[config.mk]
export PLATFORM = sky130hd
export DESIGN_NAME = i2c_mem_seq
export DESIGN_NICKNAME = d
export VERILOG_FILES = /design/src/rtl/i2c_mem_seq_pkg.sv /design/src/rtl/i2c_seq_addr.sv /design/src/rtl/i2c_seq_ctrl.sv /design/src/rtl/i2c_mem_seq.sv
export SDC_FILE = /design/constraint.sdc
export NUM_CORES = 1
export LEC_CHECK = 0
export BUFFER_PORTS_ARGS = -buffer_cell sky130_fd_sc_hd__buf_4
export CAP_MARGIN = 20
export CELL_PAD_IN_SITES_DETAIL_PLACEMENT = 0
export CELL_PAD_IN_SITES_GLOBAL_PLACEMENT = 1
export CORE_ASPECT_RATIO = 1.1
export CORE_MARGIN = 5
export CORE_UTILIZATION = 44
export CTS_CLUSTER_DIAMETER = 40
export DETAILED_ROUTE_END_ITERATION = 8
export GPL_ROUTABILITY_DRIVEN = 0
export PLACE_DENSITY_LB_ADDON = 0.1
export SKIP_LAST_GASP = 1
export SYNTH_ARGS = -nofsm -noshare
export SYNTH_HDL_FRONTEND = slang
export SYNTH_SLANG_ARGS = --single-unit
[constraint.sdc]
create_clock -name clk_i -period 4.6 [get_ports clk_i]
set_input_delay 0.46 -clock clk_i [delete_from_list [all_inputs] [get_ports clk_i]]
set_output_delay 0.46 -clock clk_i [all_outputs]
set_load 0.03 [all_outputs]
[src/rtl/i2c_mem_seq_pkg.sv]
package i2c_mem_seq_pkg;
  typedef enum logic [1:0] {
    CMD_START = 2'd0,
    CMD_STOP  = 2'd1,
    CMD_WRITE = 2'd2,
    CMD_READ  = 2'd3
  } eng_cmd_e;

  typedef enum logic [3:0] {
    S_IDLE, S_START, S_DEVW, S_ADDR, S_MSTOP, S_RSTART, S_DEVR,
    S_WGET, S_WSEND, S_RCMD, S_RHOLD, S_STOP, S_DONE
  } seq_state_e;
endpackage

[src/rtl/i2c_seq_addr.sv]
// Address byte selection and overflow-bit folding into the device address.
module i2c_seq_addr #(
  parameter int ADDR_BYTES = 4,
  localparam int AW = ADDR_BYTES * 8,
  localparam int IW = (ADDR_BYTES > 1) ? $clog2(ADDR_BYTES) : 1
) (
  input  logic [AW-1:0] addr_i,
  input  logic [2:0]    alen_i,
  input  logic [IW-1:0] idx_i,
  input  logic [6:0]    dev_i,
  input  logic [6:0]    mask_i,
  output logic [6:0]    dev_eff_o,
  output logic [7:0]    byte_o
);
  logic [7:0] bytes [ADDR_BYTES];
  logic [5:0] shamt;

  for (genvar g = 0; g < ADDR_BYTES; g++) begin : g_byte
    assign bytes[g] = addr_i[g*8 +: 8];
  end

  assign shamt     = {alen_i, 3'b000};
  assign dev_eff_o = dev_i | (7'(addr_i >> shamt) & mask_i);
  assign byte_o    = bytes[idx_i];
endmodule

[src/rtl/i2c_seq_ctrl.sv]
module i2c_seq_ctrl
  import i2c_mem_seq_pkg::*;
#(
  parameter int ADDR_BYTES = 4,
  localparam int AW = ADDR_BYTES * 8,
  localparam int IW = (ADDR_BYTES > 1) ? $clog2(ADDR_BYTES) : 1
) (
  input  logic          clk_i,
  input  logic          rst_ni,
  input  logic          req_valid_i,
  output logic          req_ready_o,
  input  logic [1:0]    req_op_i,
  input  logic [6:0]    req_dev_i,
  input  logic [AW-1:0] req_addr_i,
  input  logic [2:0]    req_alen_i,
  input  logic [7:0]    req_len_i,
  input  logic          cfg_rep_start_i,
  input  logic [6:0]    cfg_fold_mask_i,
  input  logic [7:0]    wr_data_i,
  input  logic          wr_valid_i,
  output logic          wr_ready_o,
  output logic [7:0]    rd_data_o,
  output logic          rd_valid_o,
  input  logic          rd_ready_i,
  output logic          eng_valid_o,
  output eng_cmd_e      eng_cmd_o,
  output logic [7:0]    eng_wdata_o,
  output logic          eng_nack_o,
  input  logic          eng_done_i,
  input  logic [7:0]    eng_rdata_i,
  input  logic          eng_rx_nack_i,
  output logic          done_o,
  output logic          absent_o,
  output logic          addr_err_o,
  output logic [7:0]    fail_cnt_o,
  // to/from address unit
  output logic [AW-1:0] addr_q_o,
  output logic [2:0]    alen_q_o,
  output logic [IW-1:0] idx_q_o,
  output logic [6:0]    dev_q_o,
  output logic [6:0]    mask_q_o,
  input  logic [6:0]    dev_eff_i,
  input  logic [7:0]    addr_byte_i
);
  localparam logic [2:0] ALEN_MAX = 3'(ADDR_BYTES);

  seq_state_e st_q;
  logic [1:0]  op_q;
  logic        rep_q;
  logic [7:0]  rem_q, wbyte_q, rbyte_q, fail_q;
  logic        absent_q, aerr_q;
  logic        is_rd, is_probe;
  seq_state_e  after_addr;

  assign is_rd    = op_q[1];
  assign is_probe = (op_q == 2'b00);

  always_comb begin
    if (is_rd)             after_addr = rep_q ? S_RSTART : S_MSTOP;
    else if (rem_q == '0)  after_addr = S_STOP;
    else                   after_addr = S_WGET;
  end

  always_comb begin
    eng_valid_o = 1'b1;
    eng_cmd_o   = CMD_WRITE;
    eng_wdata_o = '0;
    eng_nack_o  = 1'b0;
    unique case (st_q)
      S_START, S_RSTART: eng_cmd_o = CMD_START;
      S_MSTOP, S_STOP:   eng_cmd_o = CMD_STOP;
      S_DEVW:            eng_wdata_o = {dev_eff_i, 1'b0};
      S_DEVR:            eng_wdata_o = {dev_eff_i, 1'b1};
      S_ADDR:            eng_wdata_o = addr_byte_i;
      S_WSEND:           eng_wdata_o = wbyte_q;
      S_RCMD: begin
        eng_cmd_o  = CMD_READ;
        eng_nack_o = (rem_q == 8'd1);  // last byte is NACKed
      end
      default:           eng_valid_o = 1'b0;
    endcase
  end

  assign req_ready_o = (st_q == S_IDLE);
  assign wr_ready_o  = (st_q == S_WGET);
  assign rd_valid_o  = (st_q == S_RHOLD);
  assign rd_data_o   = rbyte_q;
  assign done_o      = (st_q == S_DONE);
  assign absent_o    = absent_q;
  assign addr_err_o  = aerr_q;
  assign fail_cnt_o  = fail_q;

  always_ff @(posedge clk_i or negedge rst_ni) begin
    if (!rst_ni) begin
      st_q     <= S_IDLE;
      op_q     <= '0;
      rep_q    <= 1'b0;
      rem_q    <= '0;
      wbyte_q  <= '0;
      rbyte_q  <= '0;
      fail_q   <= '0;
      absent_q <= 1'b0;
      aerr_q   <= 1'b0;
      addr_q_o <= '0;
      alen_q_o <= '0;
      idx_q_o  <= '0;
      dev_q_o  <= '0;
      mask_q_o <= '0;
    end else begin
      unique case (st_q)
        S_IDLE: if (req_valid_i) begin
          op_q     <= req_op_i;
          dev_q_o  <= req_dev_i;
          addr_q_o <= req_addr_i;
          alen_q_o <= (req_alen_i > ALEN_MAX) ? ALEN_MAX : req_alen_i;
          rem_q    <= req_len_i;
          rep_q    <= cfg_rep_start_i;
          mask_q_o <= cfg_fold_mask_i;
          fail_q   <= '0;
          absent_q <= 1'b0;
          aerr_q   <= 1'b0;
          st_q     <= S_START;
        end
        S_START: if (eng_done_i)
          st_q <= (is_rd && alen_q_o == '0) ? S_DEVR : S_DEVW;
        S_DEVW: if (eng_done_i) begin
          if (eng_rx_nack_i) begin
            absent_q <= 1'b1;
            st_q     <= S_STOP;
          end else if (is_probe) begin
            st_q <= S_STOP;
          end else if (alen_q_o != '0) begin
            idx_q_o <= IW'(alen_q_o - 3'd1);
            st_q    <= S_ADDR;
          end else begin
            st_q <= after_addr;
          end
        end
        S_ADDR: if (eng_done_i) begin
          if (eng_rx_nack_i) begin
            aerr_q <= 1'b1;
            st_q   <= S_STOP;
          end else if (idx_q_o == '0) begin
            st_q <= after_addr;
          end else begin
            idx_q_o <= idx_q_o - 1'b1;
          end
        end
        S_MSTOP:  if (eng_done_i) st_q <= S_RSTART;
        S_RSTART: if (eng_done_i) st_q <= S_DEVR;
        S_DEVR: if (eng_done_i) begin
          if (eng_rx_nack_i) begin
            absent_q <= 1'b1;
            st_q     <= S_STOP;
          end else begin
            st_q <= (rem_q == '0) ? S_STOP : S_RCMD;
          end
        end
        S_WGET: if (wr_valid_i) begin
          wbyte_q <= wr_data_i;
          st_q    <= S_WSEND;
        end
        S_WSEND: if (eng_done_i) begin
          if (eng_rx_nack_i) fail_q <= fail_q + 8'd1;
          rem_q <= rem_q - 8'd1;
          st_q  <= (rem_q == 8'd1) ? S_STOP : S_WGET;
        end
        S_RCMD: if (eng_done_i) begin
          rbyte_q <= eng_rdata_i;
          st_q    <= S_RHOLD;
        end
        S_RHOLD: if (rd_ready_i) begin
          rem_q <= rem_q - 8'd1;
          st_q  <= (rem_q == 8'd1) ? S_STOP : S_RCMD;
        end
        S_STOP: if (eng_done_i) st_q <= S_DONE;
        S_DONE: st_q <= S_IDLE;
        default: st_q <= S_IDLE;
      endcase
    end
  end
endmodule

[src/rtl/i2c_mem_seq.sv]
module i2c_mem_seq
  import i2c_mem_seq_pkg::*;
#(
  parameter int ADDR_BYTES = 4,
  localparam int AW = ADDR_BYTES * 8,
  localparam int IW = (ADDR_BYTES > 1) ? $clog2(ADDR_BYTES) : 1
) (
  input  logic          clk_i,
  input  logic          rst_ni,
  input  logic          req_valid_i,
  output logic          req_ready_o,
  input  logic [1:0]    req_op_i,
  input  logic [6:0]    req_dev_i,
  input  logic [AW-1:0] req_addr_i,
  input  logic [2:0]    req_alen_i,
  input  logic [7:0]    req_len_i,
  input  logic          cfg_rep_start_i,
  input  logic [6:0]    cfg_fold_mask_i,
  input  logic [7:0]    wr_data_i,
  input  logic          wr_valid_i,
  output logic          wr_ready_o,
  output logic [7:0]    rd_data_o,
  output logic          rd_valid_o,
  input  logic          rd_ready_i,
  output logic          eng_valid_o,
  output logic [1:0]    eng_cmd_o,
  output logic [7:0]    eng_wdata_o,
  output logic          eng_nack_o,
  input  logic          eng_done_i,
  input  logic [7:0]    eng_rdata_i,
  input  logic          eng_rx_nack_i,
  output logic          done_o,
  output logic          absent_o,
  output logic          addr_err_o,
  output logic [7:0]    fail_cnt_o
);
  logic [AW-1:0] addr_q;
  logic [2:0]    alen_q;
  logic [IW-1:0] idx_q;
  logic [6:0]    dev_q, mask_q, dev_eff;
  logic [7:0]    addr_byte;
  eng_cmd_e      cmd;

  assign eng_cmd_o = cmd;

  i2c_seq_addr #(.ADDR_BYTES(ADDR_BYTES)) u_addr (
    .addr_i    (addr_q),
    .alen_i    (alen_q),
    .idx_i     (idx_q),
    .dev_i     (dev_q),
    .mask_i    (mask_q),
    .dev_eff_o (dev_eff),
    .byte_o    (addr_byte)
  );

  i2c_seq_ctrl #(.ADDR_BYTES(ADDR_BYTES)) u_ctrl (
    .clk_i, .rst_ni,
    .req_valid_i, .req_ready_o, .req_op_i, .req_dev_i, .req_addr_i,
    .req_alen_i, .req_len_i, .cfg_rep_start_i, .cfg_fold_mask_i,
    .wr_data_i, .wr_valid_i, .wr_ready_o,
    .rd_data_o, .rd_valid_o, .rd_ready_i,
    .eng_valid_o, .eng_cmd_o (cmd), .eng_wdata_o, .eng_nack_o,
    .eng_done_i, .eng_rdata_i, .eng_rx_nack_i,
    .done_o, .absent_o, .addr_err_o, .fail_cnt_o,
    .addr_q_o    (addr_q),
    .alen_q_o    (alen_q),
    .idx_q_o     (idx_q),
    .dev_q_o     (dev_q),
    .mask_q_o    (mask_q),
    .dev_eff_i   (dev_eff),
    .addr_byte_i (addr_byte)
  );
endmodule

* Word level (Yosys, flattened, before mapping)
Cells that the tools add are included.
W data, S select, Z words.
** Word-level totals
- Register bits after elaboration :: 92
- Logic and storage cells :: 139
** Cells by class
- Add/subtract/negate cells :: 4
- Reduce and logical (&&, ||, !) cells :: 25
- Bitwise logic cells :: 3
- Mux-type cells :: 55
- Magnitude comparators :: 2
- Equality and inequality tests :: 35
- Shifts and indexed selects :: 1
** Operators by type and width (number)
- $mux W4 :: 21
- $mux W8 :: 8
- $pmux W4 S12 :: 1
- $ne A2 B2 Y1 const B :: 17
- $pmux W8 S4 :: 1
- $shr A32 B6 Y7 :: 1
- $pmux W8 S3 :: 1
- $eq A4 B4 Y1 const B :: 5
- $mux W2 :: 9
- $bmux W8 S2 :: 1
- $eq A4 B3 Y1 const B :: 4
- $pmux W8 S2 :: 1
- $reduce_and A4 Y1 :: 4
- $reduce_and A13 Y1 :: 1
- $reduce_or A9 Y1 :: 1
- $add A8 B1 Y8 const B :: 1
- $eq A4 B2 Y1 const B :: 2
- $eq A8 B1 Y1 const B :: 1
- $logic_not A8 Y1 :: 1
- $ne A2 B1 Y1 const B :: 4
- $reduce_and A8 Y1 :: 1
- $reduce_bool A2 Y1 :: 4
- $sub A8 B1 Y8 const B :: 1
- $and A7 B7 Y7 :: 1
- 19 further kinds :: 33

* Depth between registers and ports, before layout
- Word-level depth :: 8
- Depth in mapped cells :: 8
- Mapped depth without buffers :: 6

* Cells and area by module
A second synthesis with hierarchy kept.
** Second synthesis, totals
- Cells, all modules :: 513
- Area, all modules :: 4921.0 um^2
** By module, submodules not included
- i2c_seq_ctrl :: cells each 486, sequential area each 2302.2 um^2, times used 1, area each 4493.1 um^2
- i2c_seq_addr :: cells each 27, sequential area each 0.0 um^2, times used 1, area each 427.9 um^2

* Worst setup path before layout
OpenSTA, ideal clock, no wires.
- Path kind :: reg2out
- From :: reg u_ctrl.idx_q_o[0]
- To :: out eng_wdata_o[7]
- Slack :: 2.250 ns
- Required time :: 4.140 ns
- Buffers on the path :: 1
- Arrival time :: 1.890 ns
- Stages on the path, launching flop included :: 5
- Path through :: dfrtp_1 > buf_1 > mux4_2 > a22oi_1 > o21ai_0
** Between the ends
- Cells in the longest elaborated chain, start to end :: 5
** RTL lines
- from (decl) :: line i2c_seq_ctrl.sv:39 : output logic [IW-1:0] idx_q_o,
- from (signal assigned) :: line i2c_seq_ctrl.sv:133 : idx_q_o <= IW'(alen_q_o - 3'd1);
- from (signal assigned) :: line i2c_seq_ctrl.sv:146 : idx_q_o <= idx_q_o - 1'b1;
- $not A2 Y3 (implied by the code) :: line i2c_seq_addr.sv:24 : assign byte_o = bytes[idx_i];
- $bmux W8 S2 :: line i2c_seq_addr.sv:24
- $mux W8 (implied by the code) (2 in a row) :: line i2c_seq_addr.sv:24
- $pmux W8 S4 :: line i2c_seq_ctrl.sv:69 : unique case (st_q)
- to (decl) :: line i2c_mem_seq.sv:27 : output logic [7:0] eng_wdata_o,
Every way passes these cells. The select of a mux whose other input is x is not followed.

* Worst setup path after layout
- From :: reg u_ctrl.st_q[2]
- To :: out eng_wdata_o[6]
** Between the ends
- Cells in the longest elaborated chain, start to end :: 2
- Elaborated cells on any way between the ends :: 5
- Those cells by class :: eq/ne: 4; mux: 1
** RTL lines
- from (decl) :: line i2c_seq_ctrl.sv:47 : seq_state_e st_q;
- from (signal assigned) :: line i2c_seq_ctrl.sv:125 : st_q <= (is_rd && alen_q_o == '0) ? S_DEVR : S_DEVW;
- from (signal assigned) :: line i2c_seq_ctrl.sv:136 : st_q <= after_addr;
- from (signal assigned) :: line i2c_seq_ctrl.sv:144 : st_q <= after_addr;
- $eq A4 B4 Y1, or another cell as far along :: line i2c_seq_ctrl.sv:69
- $pmux W8 S4 * :: line i2c_seq_ctrl.sv:69
Mark *: on every way between the ends. The rest lies on a longest branch, timed or not.

==> metrics.md <==
| Metric | Value |
|---|---|
| Routed Antenna Nets | 0 |
| R2R depth | 4 |
| Area Overhead vs Synth | 26.1% |
| Vias | 4018 |
| Most frequent cells in the layout | nand2_1 (169), buf_4 (120), dfrtp_1 (92), nor2_1 (23), o21ai_0 (19) |
| All-Layer GR Usage | 19.7% |
| M1 GR Usage | between 20% and 30% |
| Max frequency | 342 MHz |
| Grt met3 use | 3.28% |
| Gr ovfl total | 0 |
| Status | finished clean |
| Initial antenna violation count | 0 |
| Post-CTS setup buffers | 0 |
| Pleak | 2.94 nW |
| Xor and xnor area share after synthesis | 1.09% |
| Critical Path Max Stage Delay | 870 ps |
| Cts repair resizes | 0 |
| Die Ht | 120 um |
| Wirelength per Cell | ~17 um |
| GRT Max-Usage Layer | met2 |
| Slew @ Worst Pin | 896 ps |
| Period utilization | 63.5% |
| WHS | 201 ps |
| Hold_buf cts | 0 |
| Max-Cap Viols | 0 |
| TritonCTS clock tree | built |
| Synthesized net count | 598 |
| # port buffers | 116 |
| Std cell rows | 40 |
| DRC Markers | 0 |
| Mapped Cells | 511 |
| Starting Density | between 40% and 50% |
| HPWL Detailed | 9.08 mm |
| Main combinational cell family by area after synthesis | simple AND/OR/NAND/NOR gates |
| Max FO, Critical Path | 27 |
| FF-to-FF setup slack | about 2000 ps |
| I/O pins | 117 |
| PnR worst setup slack | 1680 ps |
| Final min period | between 2000 and 3000 ps |
| RSZ-0062 raised after global routing | no |
| Via/cell ratio | ~5.3 |
| Fin Clk Skew | ~7.5 ps |
| Antenna diodes | 0 |
| Critical path cell sequence | nand2b_1, nor3_1, buf_4, a22oi_1, o21ai_0, buf_4 |
| Compound-Gate Fraction of Synth Area | between 10% and 20% |
| Synth Area in Simple Gates | roughly 22% |
| Clock root cell | clkbuf_16 |
| Drt pass-1 iters | 5 |
| CP max stage cell | dfrtp_1 |
| Post-synthesis mux area share | 12.3% |
| Final Max Tran Viols | 0 |
| Cell variety after synth | 52 |
| Fin nets | 698 |
| Mean post-synth cell area | 9.43 um2 |
| Reg2reg end | u_ctrl.rem_q[6] |
| Synth Cell Area | 4820 um2 |
| Initial DRC count | 188 |
| Power Density | 673 nW/um2 |
| Cells after DPL | roughly 750 |
| Register area share after synthesis | approximately 48% |
| DIE WIDTH | 110 um |
| Fillers | 1025 |
| First-pass GRT wire length | 20.1 mm |
| Clk_lat worst skew | 340 ps |
| TritonCTS buffer count | 9 |
| Post-Layout Cell Count | between 700 and 800 |
| Crit path to | eng_wdata_o[6] |
| Startpoint Class | register |
| CP arrival | ~2500 ps |
| Most used cell, CP | buf_4 |
| Setup tns final | 0 ps |
| Most used DFF post-synth | dfrtp_1 |
| Class of the worst hold path | in2async |
| Critical Path RT | around 4100 ps |
| Critical path type | reg2out |
| Share of layout cells above drive strength 1 | around 29% |
| Setup Viol. Count Final | 0 |
| Worst VDD drop | 0.252 mV |
| Largest net degree at the start of global routing | 67 |
| H-tree levels | 3 |
| Adder-cell share of the synthesized area | 1.04% |
| Post-synth EDFFs | 0 |
| Max-slew headroom | 40.3% |
| Vias in the first global route | roughly 4000 |
| Asr flop ratio synth | 100% |
| CP endpoint kind | primary output |
| Clock-pin slew on the worst setup and hold paths | 60 ps |
| Core area | 10800 um2 |
| Final WL | 12.6 mm |
| Full die area | 13100 um2 |
| Clock Sinks | 92 |
| Count of state elements after synthesis | 92 |
| GR Layer Usage met2 | 32.3% |
| Most common cell after layout, fill and taps aside | nand2_1 |
| Synthesis Warnings | 0 |
| Clock Tree Buf Depth | 2 |
| Final Hold Fails | 0 |
| Worst Setup SP | u_ctrl.st_q[2] |
| Worst R2R Start | u_ctrl.st_q[3] |
| Worst slack, placed | around 2000 ps |
[worst max-delay path, delay by kind of cell, from the launching register on]
family / cells / cell delay [ps]
buffers and inverters: 2 / 400
AND/OR/NAND/NOR: 2 / 440
AO/OA/AOI/OAI: 2 / 390
flip-flops: 1 / 870
[synth_stat cells, types with 2 or more instances]
cell / n / share of area [%]
a211oi_1: 2 / 0.31
a21oi_1: 14 / 1.5
a221oi_1: 2 / 0.36
a22o_1: 3 / 0.55
a22oi_1: 7 / 1.1
a31oi_1: 9 / 1.2
and3_1: 3 / 0.39
buf_2: 14 / 1.5
buf_4: 2 / 0.31
clkbuf_1: 13 / 1.0
dfrtp_1: 92 / 48
ha_1: 4 / 1.0
inv_1: 11 / 0.86
mux2_2: 18 / 4.2
mux2i_1: 5 / 1.0
mux4_2: 15 / 7.0
nand2_1: 169 / 13
nand2b_1: 6 / 0.78
nand3_1: 10 / 1.0
nand3b_1: 3 / 0.47
nand4_1: 2 / 0.26
nor2_1: 23 / 1.8
nor2b_1: 4 / 0.52
nor3_1: 11 / 1.1
nor3b_1: 2 / 0.31
nor4_1: 5 / 0.65
o211ai_1: 5 / 0.78
o21a_1: 3 / 0.47
o21ai_0: 19 / 2.0
o22ai_1: 3 / 0.39
o2bb2ai_1: 3 / 0.55
o31ai_1: 2 / 0.31
o32a_1: 3 / 0.62
xor2_1: 6 / 1.1
[kinds of logic after synthesis]
logic type	Yosys count
buffers and inverters	43
AND/OR/NAND/NOR	247
multiplexers	38
AO/OA/AOI/OAI	81
adder cells (fa/ha/maj)	4
flip-flops	92
XOR/XNOR	6
[layout make-up]
type	instances	area (um2)	share of cell area (%)
timing repair buffer	121	921	15.2
clock inverter	4	47.5	0.783
sequential	92	2300	37.9
inverter	11	41.3	0.680
tap	147	184	3.03
multi-input combinational	376	2320	38.2
clock buffer	12	256	4.22
[metal layers]
metal  vias up  wire, um
li1       1974         -
met1      1946      5450
met2        90      6540
met3         8       513
met4         0       136
met5         -         0
[flip-flops by register name (all words and copies together), names as in the netlist]
name               count
u_ctrl.fail_cnt_o      8
u_ctrl.rd_data_o       8
u_ctrl.mask_q_o        7
u_ctrl.rem_q           8
u_ctrl.addr_q_o       32
u_ctrl.idx_q_o         2
u_ctrl.st_q            4
u_ctrl.absent_o        1
u_ctrl.op_q            2
u_ctrl.addr_err_o      1
u_ctrl.dev_q_o         7
u_ctrl.alen_q_o        3
u_ctrl.rep_q           1
u_ctrl.wbyte_q         8
[power breakdown]
group	switching, W	internal (W)
Sequential	0.000405	0.00116
Clock	0.000306	0.000449
Combinational	0.000962	0.000808
[how the worst min path moves through the flow]
stage	start	end	slack (ps)	cells past startpoint
finish	rst_ni	u_ctrl.rem_q[4]	200	1
global route	rst_ni	u_ctrl.rem_q[4]	290	1
CTS	rst_ni	u_ctrl.rem_q[6]	240	1
detailed placement	u_ctrl.addr_q_o[7]	u_ctrl.addr_q_o[7]	460	2
global placement	u_ctrl.addr_q_o[31]	u_ctrl.addr_q_o[31]	460	2
floorplan	rst_ni	u_ctrl.absent_o	160	0
[through the flow]
stage	util [%]	total power (W)	area (um2)
final	56.2	0.00409	6080
after global routing	56.2	0.00438	6080
after CTS	56.0	0.00413	6060
after detailed placement	53.2	0.00337	5750
after global placement	53.2	0.00332	5750
after floorplan	-	0.00280	4820
Power figures use the tool's default switching activity.
